[src/rtl/apb_dual_timer.sv]
module apb_dual_timer #(
  parameter int DIV_MID_LOG2 = 4,
  parameter int DIV_HI_LOG2  = 8
) (
  input  logic        clk,
  input  logic        rst_n,
  input  logic        psel,
  input  logic        penable,
  input  logic        pwrite,
  input  logic [11:0] paddr,
  input  logic [31:0] pwdata,
  output logic [31:0] prdata,
  output logic        pready,
  output logic        pslverr,
  output logic        tint1,
  output logic        tint2,
  output logic        tintc
);
  localparam int PRE_W = DIV_HI_LOG2;
  localparam logic [PRE_W-1:0] MID_TOP = PRE_W'((1 << DIV_MID_LOG2) - 1);
  localparam logic [PRE_W-1:0] HI_TOP  = PRE_W'((1 << DIV_HI_LOG2) - 1);
  localparam logic [7:0] CTRL_MASK = 8'hEF;

  logic        wr;
  logic        in_tmr;
  logic [9:0]  word;
  logic        itm_q;
  logic [1:0]  itop_q;
  logic [7:0]  ctrl_q [2];
  logic [31:0] cnt_q  [2];
  logic        ris_q  [2];
  logic [31:0] rd_t   [2];
  logic [1:0]  mis;

  assign wr      = psel & penable & pwrite;
  assign word    = paddr[11:2];
  assign in_tmr  = (paddr[11:6] == 6'd0);
  assign pready  = 1'b1;
  assign pslverr = 1'b0;

  for (genvar g = 0; g < 2; g++) begin : g_tmr
    logic             hit;
    logic [31:0]      load_q;
    logic [PRE_W-1:0] pre_q;
    logic             wide, en, term, tick;
    logic [31:0]      cur, nxt;

    assign hit  = wr && in_tmr && (paddr[5] == 1'(g));
    assign wide = ctrl_q[g][1];
    assign en   = ctrl_q[g][7];
    assign cur  = wide ? cnt_q[g] : {16'h0, cnt_q[g][15:0]};
    assign mis[g] = ris_q[g] & ctrl_q[g][5];

    always_comb begin
      case (ctrl_q[g][3:2])
        2'd0:    term = 1'b1;
        2'd1:    term = (pre_q == MID_TOP);
        default: term = (pre_q == HI_TOP);
      endcase
    end
    assign tick = en & term;

    always_comb begin
      if (cur != 32'd0)
        nxt = wide ? cnt_q[g] - 32'd1 : {cnt_q[g][31:16], cnt_q[g][15:0] - 16'd1};
      else if (ctrl_q[g][0])
        nxt = cnt_q[g];
      else if (ctrl_q[g][6])
        nxt = wide ? load_q : {cnt_q[g][31:16], load_q[15:0]};
      else
        nxt = wide ? 32'hFFFF_FFFF : {cnt_q[g][31:16], 16'hFFFF};
    end

    always_ff @(posedge clk or negedge rst_n) begin
      if (!rst_n) begin
        ctrl_q[g] <= 8'h20;
        load_q    <= 32'd0;
        cnt_q[g]  <= 32'hFFFF_FFFF;
        ris_q[g]  <= 1'b0;
        pre_q     <= '0;
      end else begin
        if (hit && paddr[4:2] == 3'd2) pre_q <= '0;
        else if (!en || tick)          pre_q <= '0;
        else                           pre_q <= pre_q + 1'b1;

        if (hit && paddr[4:2] == 3'd2) ctrl_q[g] <= pwdata[7:0] & CTRL_MASK;

        if (hit && (paddr[4:2] == 3'd0 || paddr[4:2] == 3'd6)) load_q <= pwdata;

        if (hit && paddr[4:2] == 3'd0) cnt_q[g] <= pwdata;
        else if (tick)                 cnt_q[g] <= nxt;

        if (tick && cur == 32'd1 && !(hit && paddr[4:2] == 3'd0)) ris_q[g] <= 1'b1;
        else if (hit && paddr[4:2] == 3'd3)                        ris_q[g] <= 1'b0;
      end
    end

    always_comb begin
      case (paddr[4:2])
        3'd0, 3'd6: rd_t[g] = load_q;
        3'd1:       rd_t[g] = cnt_q[g];
        3'd2:       rd_t[g] = {24'h0, ctrl_q[g]};
        3'd4:       rd_t[g] = {31'h0, ris_q[g]};
        3'd5:       rd_t[g] = {31'h0, mis[g]};
        default:    rd_t[g] = 32'h0;
      endcase
    end
  end

  always_ff @(posedge clk or negedge rst_n) begin
    if (!rst_n) begin
      itm_q  <= 1'b0;
      itop_q <= 2'b00;
    end else if (wr) begin
      if (paddr == 12'hF00) itm_q  <= pwdata[0];
      if (paddr == 12'hF04) itop_q <= pwdata[1:0];
    end
  end

  always_comb begin
    prdata = 32'h0;
    if (in_tmr)
      prdata = rd_t[paddr[5]];
    else if (word == 10'h3C0)
      prdata = {31'h0, itm_q};
    else if (word >= 10'h3F4) begin
      case (word[3:0])
        4'h4:    prdata = 32'h04;
        4'h8:    prdata = 32'h23;
        4'h9:    prdata = 32'hB8;
        4'hA:    prdata = 32'h1B;
        4'hC:    prdata = 32'h0D;
        4'hD:    prdata = 32'hF0;
        4'hE:    prdata = 32'h05;
        4'hF:    prdata = 32'hB1;
        default: prdata = 32'h00;
      endcase
    end
  end

  assign tint1 = itm_q ? itop_q[0] : mis[0];
  assign tint2 = itm_q ? itop_q[1] : mis[1];
  assign tintc = tint1 | tint2;
endmodule

[config.mk]
export PLATFORM = sky130hd
export DESIGN_NAME = apb_dual_timer
export DESIGN_NICKNAME = d
export VERILOG_FILES = /design/src/rtl/apb_dual_timer.sv
export SDC_FILE = /design/constraint.sdc
export NUM_CORES = 1
export LEC_CHECK = 0
export CAP_MARGIN = 30
export CORE_UTILIZATION = 31
export DETAILED_ROUTE_END_ITERATION = 16
export PLACE_DENSITY = 0.55
export SLEW_MARGIN = 20
export SYNTH_ARGS = -nofsm -noshare
export SYNTH_HDL_FRONTEND = slang
export SYNTH_SLANG_ARGS = --single-unit
export TNS_END_PERCENT = 30
[constraint.sdc]
create_clock -name clk -period 3.5 [get_ports clk]
set_input_delay 0.35 -clock clk [delete_from_list [all_inputs] [get_ports clk]]
set_output_delay 0.35 -clock clk [all_outputs]
set_load 0.03 [all_outputs]
**Yosys cells after proc, flatten, opt, wreduce, memory -nomap -nowiden**

Memories as Yosys holds them, arrays and structs flattened.
Cells that the tools add are included.

- Equal/unequal tests: 19
- Reductions and logical operators: 41
- Bitwise logic cells: 9
- Mux-type cells: 38
- Magnitude comparators: 2
- $add $sub $neg: 6

Operator list:

| cell | number |
|---|---|
| 32-bit 2-to-1 mux | 24 |
| 32-bit one-hot mux with 5 select lines | 2 |
| 32-bit by 1-bit equality test with 1-bit output, second input constant | 2 |
| 32-bit nonzero test | 2 |
| 32-bit by 1-bit subtractor with 32-bit output, second input constant | 2 |
| 8-bit 2-to-1 mux | 4 |
| 16-bit by 1-bit subtractor with 16-bit output, second input constant | 2 |
| 12-bit equality test, second input constant | 2 |
| 8-bit by 1-bit adder with 8-bit output, second input constant | 2 |
| 8-bit by 4-bit equality test with 1-bit output, second input constant | 2 |
| 8-bit equality test, second input constant | 2 |
| 1-bit logical AND | 15 |
| 2-bit nonzero test | 6 |
| 10-bit equality test, second input constant | 1 |
| 10-bit greater-or-equal comparator, second input constant | 1 |
| 3-bit equality test, second input constant | 3 |
| 2-bit AND reduction | 4 |
| 1-bit AND | 6 |
| 3-bit by 2-bit equality test with 1-bit output, second input constant | 2 |
| 6-bit logical NOT | 1 |
| 1-bit 2-to-1 mux | 6 |
| 3-bit by 1-bit != test with 1-bit output, second input constant | 2 |
| 3-bit AND reduction | 2 |
| 2-bit by 1-bit equality test with 1-bit output, second input constant | 2 |
| 11 further kinds | 18 |

- Memories: 1
- ROM bits: 128
- Bits of input ports: 49
- Output and inout port bits: 37
- Bits in registers: 163
- Word-level logic and storage cells: 130

Memory list:

| memory | depth | bits a word | read ports | clocked after memory_dff | write ports | line | RTL |
|---|---|---|---|---|---|---|---|
| (name not given) | 16 | 8 | 1 | 0 | 0 | 127 | `case (word[3:0])` |

**Logic depth before layout (Yosys ltp)**

Gate-level depths: netlist (run 1).

- Depth after elaboration: 8
- Mapped depth: 10
- Depth with buffers taken out: 8

**Worst setup path after synthesis (run 1)**

Ideal clock, no wire load.

- Kind: input-to-output
- From: input port paddr[6]
- To: output port prdata[5]
- Slack: 592 ps
- Stages on the path: 6
- Data arrival time: 2558 ps
- Required time: 3150 ps
- Buffers on the path: 2
- Cell sequence: nor4_1 > nand2_1 > or2_2 > clkbuf_1 > clkbuf_1 > o32ai_1

- Cells in the longest elaborated chain, start to end: 4
- Elaborated cells on any way between the ends: 6
- Those cells by class: 1 x order compare; 1 x eq/ne; 3 x mux; 1 x reduce/logical

RTL lines:

| what | line | RTL |
|---|---|---|
| start: declaration | 10 | `input logic [11:0] paddr,` |
| 10-bit greater-or-equal comparator | 126 | `else if (word >= 10'h3F4) begin` |
| 32-bit 2-to-1 mux | 126 |  |
| 32-bit 2-to-1 mux | 124 | `else if (word == 10'h3C0)` |
| 32-bit 2-to-1 mux (*) | 122 | `if (in_tmr)` |
| end: declaration | 12 | `output logic [31:0] prdata,` |

Every way passes the cells marked *; elsewhere a longest branch is shown, timed or not.

**Final worst setup path (run 1)**

- From: input port paddr[2]
- To: output port prdata[22]

- Cells in the longest elaborated chain, start to end: 7
- Elaborated cells on any way between the ends: 15
- Those cells by class: 6 x eq/ne; 7 x mux; 2 x reduce/logical

RTL lines:

| what | line | RTL |
|---|---|---|
| 3-bit equality test or 3-bit logical NOT (tied branches) | 99 | `case (paddr[4:2])` |
| 2-bit OR reduction | 99 |  |
| 32-bit one-hot mux with 5 select lines | 99 |  |
| 32-bit 2-to-1 mux (implied by the code) (3 in series) | 123 | `prdata = rd_t[paddr[5]];` |
| 32-bit 2-to-1 mux (*) | 122 |  |

Every way passes the cells marked *; elsewhere a longest branch is shown, timed or not. The select of a mux whose other input is x is not followed.

==> results.json, run 1 <==
{
  "seq_area_sq_um": 4160,
  "crit_path_end_kind": "primary output",
  "final_cell_area_sq_um": 12700,
  "vias_per_cell": 5.95,
  "cap_violations": 0,
  "wl_per_cell_um": 22.8,
  "grt_antenna_before_repair": 0,
  "worst_slew_pin_slew_ns": 0.809,
  "met2WireLength_mm": 17.3,
  "crit_type": "in2out",
  "dp.cells": 1650,
  "vias": 10000,
  "ios": 86,
  "finalNonFillerCells": 1683,
  "ys_ff_latch": 163,
  "grt_pass1_vias": 9598,
  "final_util": 0.380,
  "fin_crit_ns": 3.38,
  "post-route-drc-count": 0,
  "relSlewSlack": 0.461,
  "cts-root-buf": "clkbuf_16",
  "cts_tree": "built",
  "grt_max_degree": 70,
  "async_flop_share": 1.00,
  "cts_buffers": 17,
  "yosysUniqueCellTypes": 85,
  "die_h_um": 186,
  "cts_setup_buffers": 0,
  "synthesis.area_sq_um": 10500,
  "gr-total-overflow": 0,
  "rsz0062_at_grt": "no",
  "gp_congestion": 0.947,
  "hold_violations": 0,
  "antenna_cells": 0,
  "fin_nets": 1283,
  "synthTopCellsByCount": "nand2_1 (112), dfrtp_1 (97), mux2_2 (82), nor2_1 (80), dfstp_2 (66)",
  "clk_path_buf_depth": 2,
  "cp.arrival_ns": 3.03,
  "initial_utilization": 0.315,
  "reg2reg_slack_ns": 0.50,
  "die_area_sq_um": 34800,
  "avgSynthCellArea_sq_um": 9.26,
  "clkLatencyLatePin_ns": 0.44,
  "status": "complete, no violations",
  "wl_met1_mm": 17.2,
  "ys_seq_area_frac": 0.395,
  "fmax_mhz": 296,
  "synth_edf_count": 0,
  "fp.dieW_um": 186,
  "worstSetupStartpointType": "primary input",
  "fillers": 3393,
  "hold_path_depth": 1,
  "drive_above_1_share": 0.254,
  "crit_required_ns": 3.15,
  "cp_max_fo": 48,
  "multi_input_area_sq_um": 5970,
  "p_leak_nw": 4.90,
  "first_pass_iters": 5,
  "fin_skew_ns": 0.0123,
  "finalWirelength_mm": 38.3,
  "antenna_left": 0,
  "place_area_sq_um": 12100,
  "dr.max_layer_used": "met4",
  "yosysMostFrequentCell": "nand2_1",
  "dpl_worst_slack_ns": 0.215,
  "hold_class": "reg2reg",
  "cts_sinks": 163,
  "slew_violations": 0,
  "ff2ff_path_depth": 6,
  "peakVddDrop_v": 0.000360,
  "fin_crit_sh": 0.966,
  "yosys_warnings": 0,
  "core_area_sq_um": 33500,
  "drtIter0Drc": 1165,
  "finalSetupViolCount": 0,
  "final.setup.tns_ns": 0,
  "synthToLayoutAreaGrowth_pct": 20.7,
  "synthTopCellsByArea": "dfrtp_1 (23%), dfstp_2 (16%), mux2_2 (8.8%)",
  "hpwl_mm": 27.9,
  "ys.flop_type": "dfrtp_1",
  "grt_pass1_wl_mm": 59.6,
  "synth_area_leader_cell": "dfrtp_1",
  "synth_nets": 1200,
  "rows": 67,
  "power_density_nw_per_um2": 377,
  "dr_wl_met3_mm": 2.60,
  "cts.reportedPaths.clkPinSlew_ns": 0.06,
  "port_buffers": 83,
  "post_synth_inst_count": 1139,
  "synth.top_cell.area_share": 0.230,
  "worst_slack_ns": 0.119,
  "cts_max_level": 4,
  "grt_usage": 0.222
}
## critical path, stage by stage
cell,delay [ns]
clkdlybuf4s50_1,0.65
inv_1,0.12
ha_1,0.23
nand2b_1,0.21
nand2_2,0.23
buf_12,0.24
a221oi_1,0.58
a311oi_1,0.15
buf_4,0.21
## where the power goes
| group | internal, W | switching [W] | leakage (nW) |
|---|---|---|---|
| clock network | 0.00108 | 0.000803 | 0.272 |
| logic | 0.000339 | 0.000512 | 2.60 |
| registers | 0.00197 | 0.0000938 | 2.03 |
| total | 0.00339 | 0.00141 | 4.90 |
## placed cells by master (no fill, tap or decap), types with 13 or more instances in the layout
cell and n:
xor2_1 21, nor3_1 41, inv_1 20, o21ai_0 58, nand2b_1 15, a221oi_1 32
clkdlybuf4s50_1 49, dfstp_2 66, a311oi_1 25, nor4_1 18, nand4_1 20, nand2_1 111
nand3_1 25, o21ai_1 13, buf_12 13, a211oi_1 13, dfrtp_1 97, xnor2_1 21
o31ai_1 26, nor2_1 80, mux2_2 82, buf_4 82, clkbuf_16 17, a21oi_1 45
a22oi_1 34, or4_1 14
## final timing paths
path                                        to         startpoint
max in group asynchronous           ctrl_q[13]              rst_n
max reg2reg                          cnt_q[14]          cnt_q[16]
min reg2reg                  g_tmr[1].pre_q[0]  g_tmr[1].pre_q[0]
min                          g_tmr[1].pre_q[0]  g_tmr[1].pre_q[0]
max                                 prdata[22]           paddr[2]
min in group asynchronous  g_tmr[0].load_q[18]              rst_n
## what timing repair did
item | in CTS | in global routing
hold endpoints to repair | 31 | 0
hold buffers | 1 | 0
resized for setup | 0 | 0
## final cells by class
class | instances | share of cell area
clock inverter | 10 | 0.00865
timing repair buffer | 147 | 0.109
inverter | 20 | 0.00590
tap | 448 | 0.0440
multi-input combinational | 873 | 0.469
clock buffer | 22 | 0.0365
sequential | 163 | 0.327
## per-stage QoR
step / hold WS, ns / total power [W]
6_report: 0.460 / 0.00480
2_1_floorplan: 0.0544 / 0.00258
5_1_grt: 0.495 / 0.00499
3_5_place_dp: 0.426 / 0.00292
4_1_cts: 0.460 / 0.00481
3_3_place_gp: 0.417 / 0.00292
## metal layers
metal,global-route usage,vias to the layer above
met3,0.0237,68
met5,0,-
met4,0.0833,0
met2,0.344,461
met1,0.316,4990
li1,-,4491
## logic make-up after synthesis
logic type / count (synthesis) / synth area share
AND/OR/NAND/NOR: 402 / 0.198
AO/OA/AOI/OAI: 330 / 0.225
flip-flops: 163 / 0.395
buffers and inverters: 103 / 0.0414
multiplexers: 85 / 0.0904
XOR/XNOR: 42 / 0.0349
adder cells (fa/ha/maj): 12 / 0.0142
other: 2 / 0.000712
## sequential cells by signal (all words and copies together), names as in the netlist
name / flops
g_tmr.load_q: 64
itop_q: 2
cnt_q: 64
ctrl_q: 14
itm_q: 1
g_tmr.pre_q: 16
ris_q: 2
No activity file was read; power rests on OpenSTA's default activity.
==> inputs of run 2 (changes only) <==
--- a/config.mk
+++ b/config.mk
@@ -6,6 +6,7 @@
 export NUM_CORES = 1
 export LEC_CHECK = 0
 export CAP_MARGIN = 30
+export CORE_MARGIN = 2
 export CORE_UTILIZATION = 31
 export DETAILED_ROUTE_END_ITERATION = 16
 export PLACE_DENSITY = 0.55
==> results.json, run 2 (synthesis gave the netlist of run 1 again) <==
{
  "cts-root-buf": "clkbuf_16",
  "fp.dieW_um": 188,
  "netSwitchingPower_w": 0.00142,
  "cts_max_level": 4,
  "synthToLayoutAreaGrowth_pct": 20.6,
  "vias_per_cell": 5.88,
  "die_h_um": 188,
  "gp_congestion": 0.919,
  "clk_path_buf_depth": 2,
  "grt_pass1_vias": 9359,
  "core_area_sq_um": 33500,
  "slew_violations": 0,
  "worstSetupStartpointType": "primary input",
  "drive_above_1_share": 0.250,
  "cp_max_fo": 50,
  "worst_slack_ns": 0.115,
  "crit_required_ns": 3.15,
  "port_buffers": 83,
  "cts_sinks": 163,
  "crit_path_end_kind": "primary output",
  "cts_setup_buffers": 0,
  "fin_skew_ns": 0.0115,
  "swShare": 0.291,
  "finalWirelength_mm": 37.7,
  "pwr-share-seq": 0.422,
  "wl_per_cell_um": 22.5,
  "first_pass_iters": 5,
  "hold_class": "reg2reg",
  "hold_violations": 0,
  "final_cell_mix": "nand2_1 (111), dfrtp_1 (97), mux2_2 (82)",
  "cts_buffers": 17,
  "power_density_nw_per_um2": 384,
  "fin_crit_sh": 0.967,
  "clkLatencyLatePin_ns": 0.44,
  "grt_usage": 0.212,
  "crit_type": "in2out",
  "grt_max_degree": 70,
  "peakVddDrop_v": 0.000346,
  "cts_tree": "built",
  "gr-total-overflow": 0,
  "layout_commonest_cell": "nand2_1",
  "die_area_sq_um": 35500,
  "cap_violations": 0,
  "cp.arrival_ns": 3.04,
  "antenna_cells": 0,
  "hpwl_mm": 27.4,
  "vias": 9850,
  "cts.reportedPaths.clkPinSlew_ns": 0.07,
  "status": "complete, no violations",
  "drtIter0Drc": 1096,
  "initial_utilization": 0.315,
  "fin_crit_ns": 3.39,
  "top_regs": "cnt_q: 64 flops, g_tmr.load_q: 64 flops, g_tmr.pre_q: 16 flops",
  "relSlewSlack": 0.440,
  "final_util": 0.379,
  "final.setup.tns_ns": 0,
  "dpl_worst_slack_ns": 0.176,
  "rsz0062_at_grt": "no",
  "p_leak_nw": 4.87,
  "power_frac_clock": 0.403,
  "p_comb_frac": 0.175,
  "grt_pass1_wl_mm": 58.4,
  "ios": 86,
  "fmax_mhz": 295,
  "worst_slew_pin_slew_ns": 0.835,
  "rows": 67,
  "antenna_left": 0,
  "fin_nets": 1274,
  "post-route-drc-count": 0,
  "finalSetupViolCount": 0,
  "grt_antenna_before_repair": 0,
  "p_int_w": 0.00347
}
## run 2: stage by stage
stage	power, W	cell area (sq um)	std cells	hold WS (ns)
after floorplan	0.00258	10500	1139	0.0544
after global placement	0.00292	12100	1641	0.405
after detailed placement	0.00292	12100	1641	0.402
after CTS	0.00491	12700	1674	0.458
after global routing	0.00509	12700	1674	0.486
final	0.00489	12700	1674	0.455
## run 2: cell type report
type                    instances  area (sq um)
repair buffers                138          1340
well taps                     448           561
clock buffers                  20           457
fillers                      3389         20800
multi-input cells             873          5970
clock inverters                12           156
inverters                      20          75.1
flip-flops and latches        163          4160
## run 2: critical path, cell delays in order
cell,delay [ns]
clkdlybuf4s50_1,0.68
ha_1,0.33
nor2b_4,0.30
buf_12,0.27
a221oi_1,0.17
a311oi_1,0.70
buf_12,0.20
## run 2: power by group through the flow
| stage | Sequential, W | Clock (W) | Combinational [W] |
|---|---|---|---|
| floorplan | 0.00204 | 0 | 0.000544 |
| global placement | 0.00209 | 0 | 0.000832 |
| detailed placement | 0.00209 | 0 | 0.000836 |
| CTS | 0.00206 | 0.00201 | 0.000844 |
| global route | 0.00207 | 0.00209 | 0.000934 |
| finish | 0.00206 | 0.00197 | 0.000854 |
## run 2: path summary, 6_finish.rpt
path | slack (ns) | depth (start not counted) | end | from
max in group asynchronous | 2.04 | 3 | cnt_q[52] | rst_n
min | 0.46 | 1 | g_tmr[0].pre_q[0] | g_tmr[0].pre_q[0]
max | 0.11 | 7 | prdata[14] | paddr[2]
max reg2reg | 0.59 | 10 | cnt_q[36] | cnt_q[33]
min in group asynchronous | 0.47 | 2 | g_tmr[0].pre_q[3] | rst_n
min reg2reg | 0.46 | 1 | g_tmr[0].pre_q[0] | g_tmr[0].pre_q[0]
## run 2: routing by layer
layer  vias to the layer above  routed length, um  GRT usage
met5                         -                  0          0
met4                         0                918     0.0700
met3                        51               2140     0.0291
met2                       389              17400      0.329
met1                      4933              17200      0.304
li1                       4477                  -          -
## run 2: repair_timing
action                     4_1_cts  5_1_grt
hold endpoints to repair        40        0
resized for setup                0        0
hold buffers                     1        0
setup endpoints to repair        0        0
==> inputs of run 3 (changes only) <==
--- a/config.mk
+++ b/config.mk
@@ -8,8 +8,10 @@
 export CAP_MARGIN = 30
 export CORE_MARGIN = 2
 export CORE_UTILIZATION = 31
+export CTS_BUF_LIST = sky130_fd_sc_hd__clkbuf_16
 export DETAILED_ROUTE_END_ITERATION = 16
-export PLACE_DENSITY = 0.55
+export GPL_TIMING_DRIVEN = 0
+export PLACE_DENSITY_LB_ADDON = 0.3
 export SLEW_MARGIN = 20
 export SYNTH_ARGS = -nofsm -noshare
 export SYNTH_HDL_FRONTEND = slang
==> results.json, run 3 (synthesis gave the netlist of run 1 again) <==
{
  "port_buffers": 83,
  "top_regs": "cnt_q: 64 flops, g_tmr.load_q: 64 flops, g_tmr.pre_q: 16 flops",
  "grt_usage": 0.228,
  "cap_violations": 0,
  "grt_pass1_wl_mm": 62.1,
  "cp_max_fo": 11,
  "final_cell_mix": "nand2_1 (111), dfrtp_1 (97), mux2_2 (82)",
  "swShare": 0.307,
  "post-route-drc-count": 0,
  "slew_violations": 0,
  "fin_crit_sh": 0.971,
  "final_util": 0.381,
  "fmax_mhz": 294,
  "cts_buffers": 17,
  "grt_pass1_vias": 9910,
  "worstSetupStartpointType": "primary input",
  "fp.dieW_um": 188,
  "fin_crit_ns": 3.40,
  "status": "complete, no violations",
  "rsz0062_at_grt": "yes",
  "fillers": 3402,
  "cts_sinks": 163,
  "final_cell_area_sq_um": 12800,
  "crit_path_end_kind": "primary output",
  "power_density_nw_per_um2": 389,
  "wl_per_cell_um": 23.7,
  "finalWirelength_mm": 40.3,
  "hold_class": "reg2reg",
  "drive_above_1_share": 0.239,
  "relSlewSlack": 0.349,
  "worst_slack_ns": 0.102,
  "rows": 67,
  "crit_type": "in2out",
  "crit_required_ns": 3.15,
  "synthToLayoutAreaGrowth_pct": 21.2,
  "drtIter0Drc": 1149,
  "place_area_sq_um": 12000,
  "worst_slew_pin_slew_ns": 0.973,
  "whs_ns": 0.458,
  "die_area_sq_um": 35500,
  "p_leak_nw": 4.92,
  "initial_utilization": 0.315,
  "peakVddDrop_v": 0.000365,
  "p_int_w": 0.00344,
  "netSwitchingPower_w": 0.00153,
  "core_area_sq_um": 33500,
  "pwr-share-seq": 0.410,
  "dpl_worst_slack_ns": -0.940,
  "multi_input_area_sq_um": 6140,
  "hpwl_mm": 30.3,
  "reg2reg_slack_ns": 0.19,
  "fin_nets": 1305,
  "finalSetupViolCount": 0,
  "grt_max_degree": 84,
  "die_h_um": 188,
  "vias": 10200,
  "clkLatencyLatePin_ns": 0.45,
  "hold_violations": 0,
  "first_pass_iters": 5,
  "gp_congestion": 0.962,
  "grt_antenna_before_repair": 0,
  "cp.arrival_ns": 3.05,
  "cts_max_level": 4,
  "gr-total-overflow": 0,
  "cts-root-buf": "clkbuf_16",
  "p_comb_frac": 0.179,
  "antenna_cells": 0,
  "seq_area_sq_um": 4160,
  "antenna_left": 0,
  "ios": 86,
  "cts.reportedPaths.clkPinSlew_ns": 0.07,
  "vias_per_cell": 5.99,
  "power_frac_clock": 0.411,
  "clk_path_buf_depth": 2,
  "fin_skew_ns": 0.0118,
  "cts_tree": "built",
  "layout_commonest_cell": "nand2_1"
}
run 3: stage by stage:
step	instances	power, W	setup TNS (ns)
2_1_floorplan	1139	0.00258	0
3_3_place_gp	1670	0.00291	-680.45
3_5_place_dp	1671	0.00292	-36.86
4_1_cts	1703	0.00495	-0.277
5_1_grt	1705	0.00516	-0.0172
6_report	1705	0.00497	0
run 3: critical path, cell delays in order:
cell             delay (ns)
clkdlybuf4s50_1        0.59
inv_1                  0.11
ha_1                   0.20
nand2b_1               0.21
nand2_2                0.23
clkbuf_2               0.31
a221oi_1               0.54
a311oi_2               0.15
clkdlybuf4s15_2        0.34
run 3: final cells by class:
class                      count  share of cell area
buffer                        82              0.0300
clock buffer                  17              0.0333
clock inverter                15              0.0154
inverter                      20             0.00587
multi-input combinational    873               0.481
sequential                   163               0.326
tap                          448              0.0439
timing repair buffer          87              0.0654
run 3: power groups by stage:
stage          Combinational, W  Sequential [W]  Clock, W
4_1_cts                0.000865         0.00203   0.00205
5_1_grt                0.000971         0.00204   0.00214
3_5_place_dp           0.000854         0.00206         0
6_report               0.000891         0.00204   0.00204
3_3_place_gp           0.000844         0.00206         0
2_1_floorplan          0.000544         0.00204         0
run 3: path summary, 6_finish.rpt:
kind | from | to | depth (start not counted)
setup / recovery | paddr[3] | prdata[15] | 9
hold / removal | g_tmr[0].pre_q[0] | g_tmr[0].pre_q[0] | 1
setup reg to reg | cnt_q[54] | cnt_q[42] | 7
hold reg to reg | g_tmr[0].pre_q[0] | g_tmr[0].pre_q[0] | 1
max in group asynchronous | rst_n | cnt_q[60] | 3
min in group asynchronous | rst_n | g_tmr[0].pre_q[1] | 2
run 3: timing repair:
item                                    in CTS  in global routing
gates resized for setup                     70                 50
endpoints found under the setup margin      32                 43
buffers inserted                             0                  2
pin swaps                                    4                  2
hold buffers                                 1                  0
endpoints found under the hold margin       43                  0
run 3: layer usage:
layer | track usage | part of all wire
met2 | 0.368 | 0.47
met4 | 0.0968 | 0.042
met5 | 0 | 0
met3 | 0.0400 | 0.073
met1 | 0.301 | 0.42
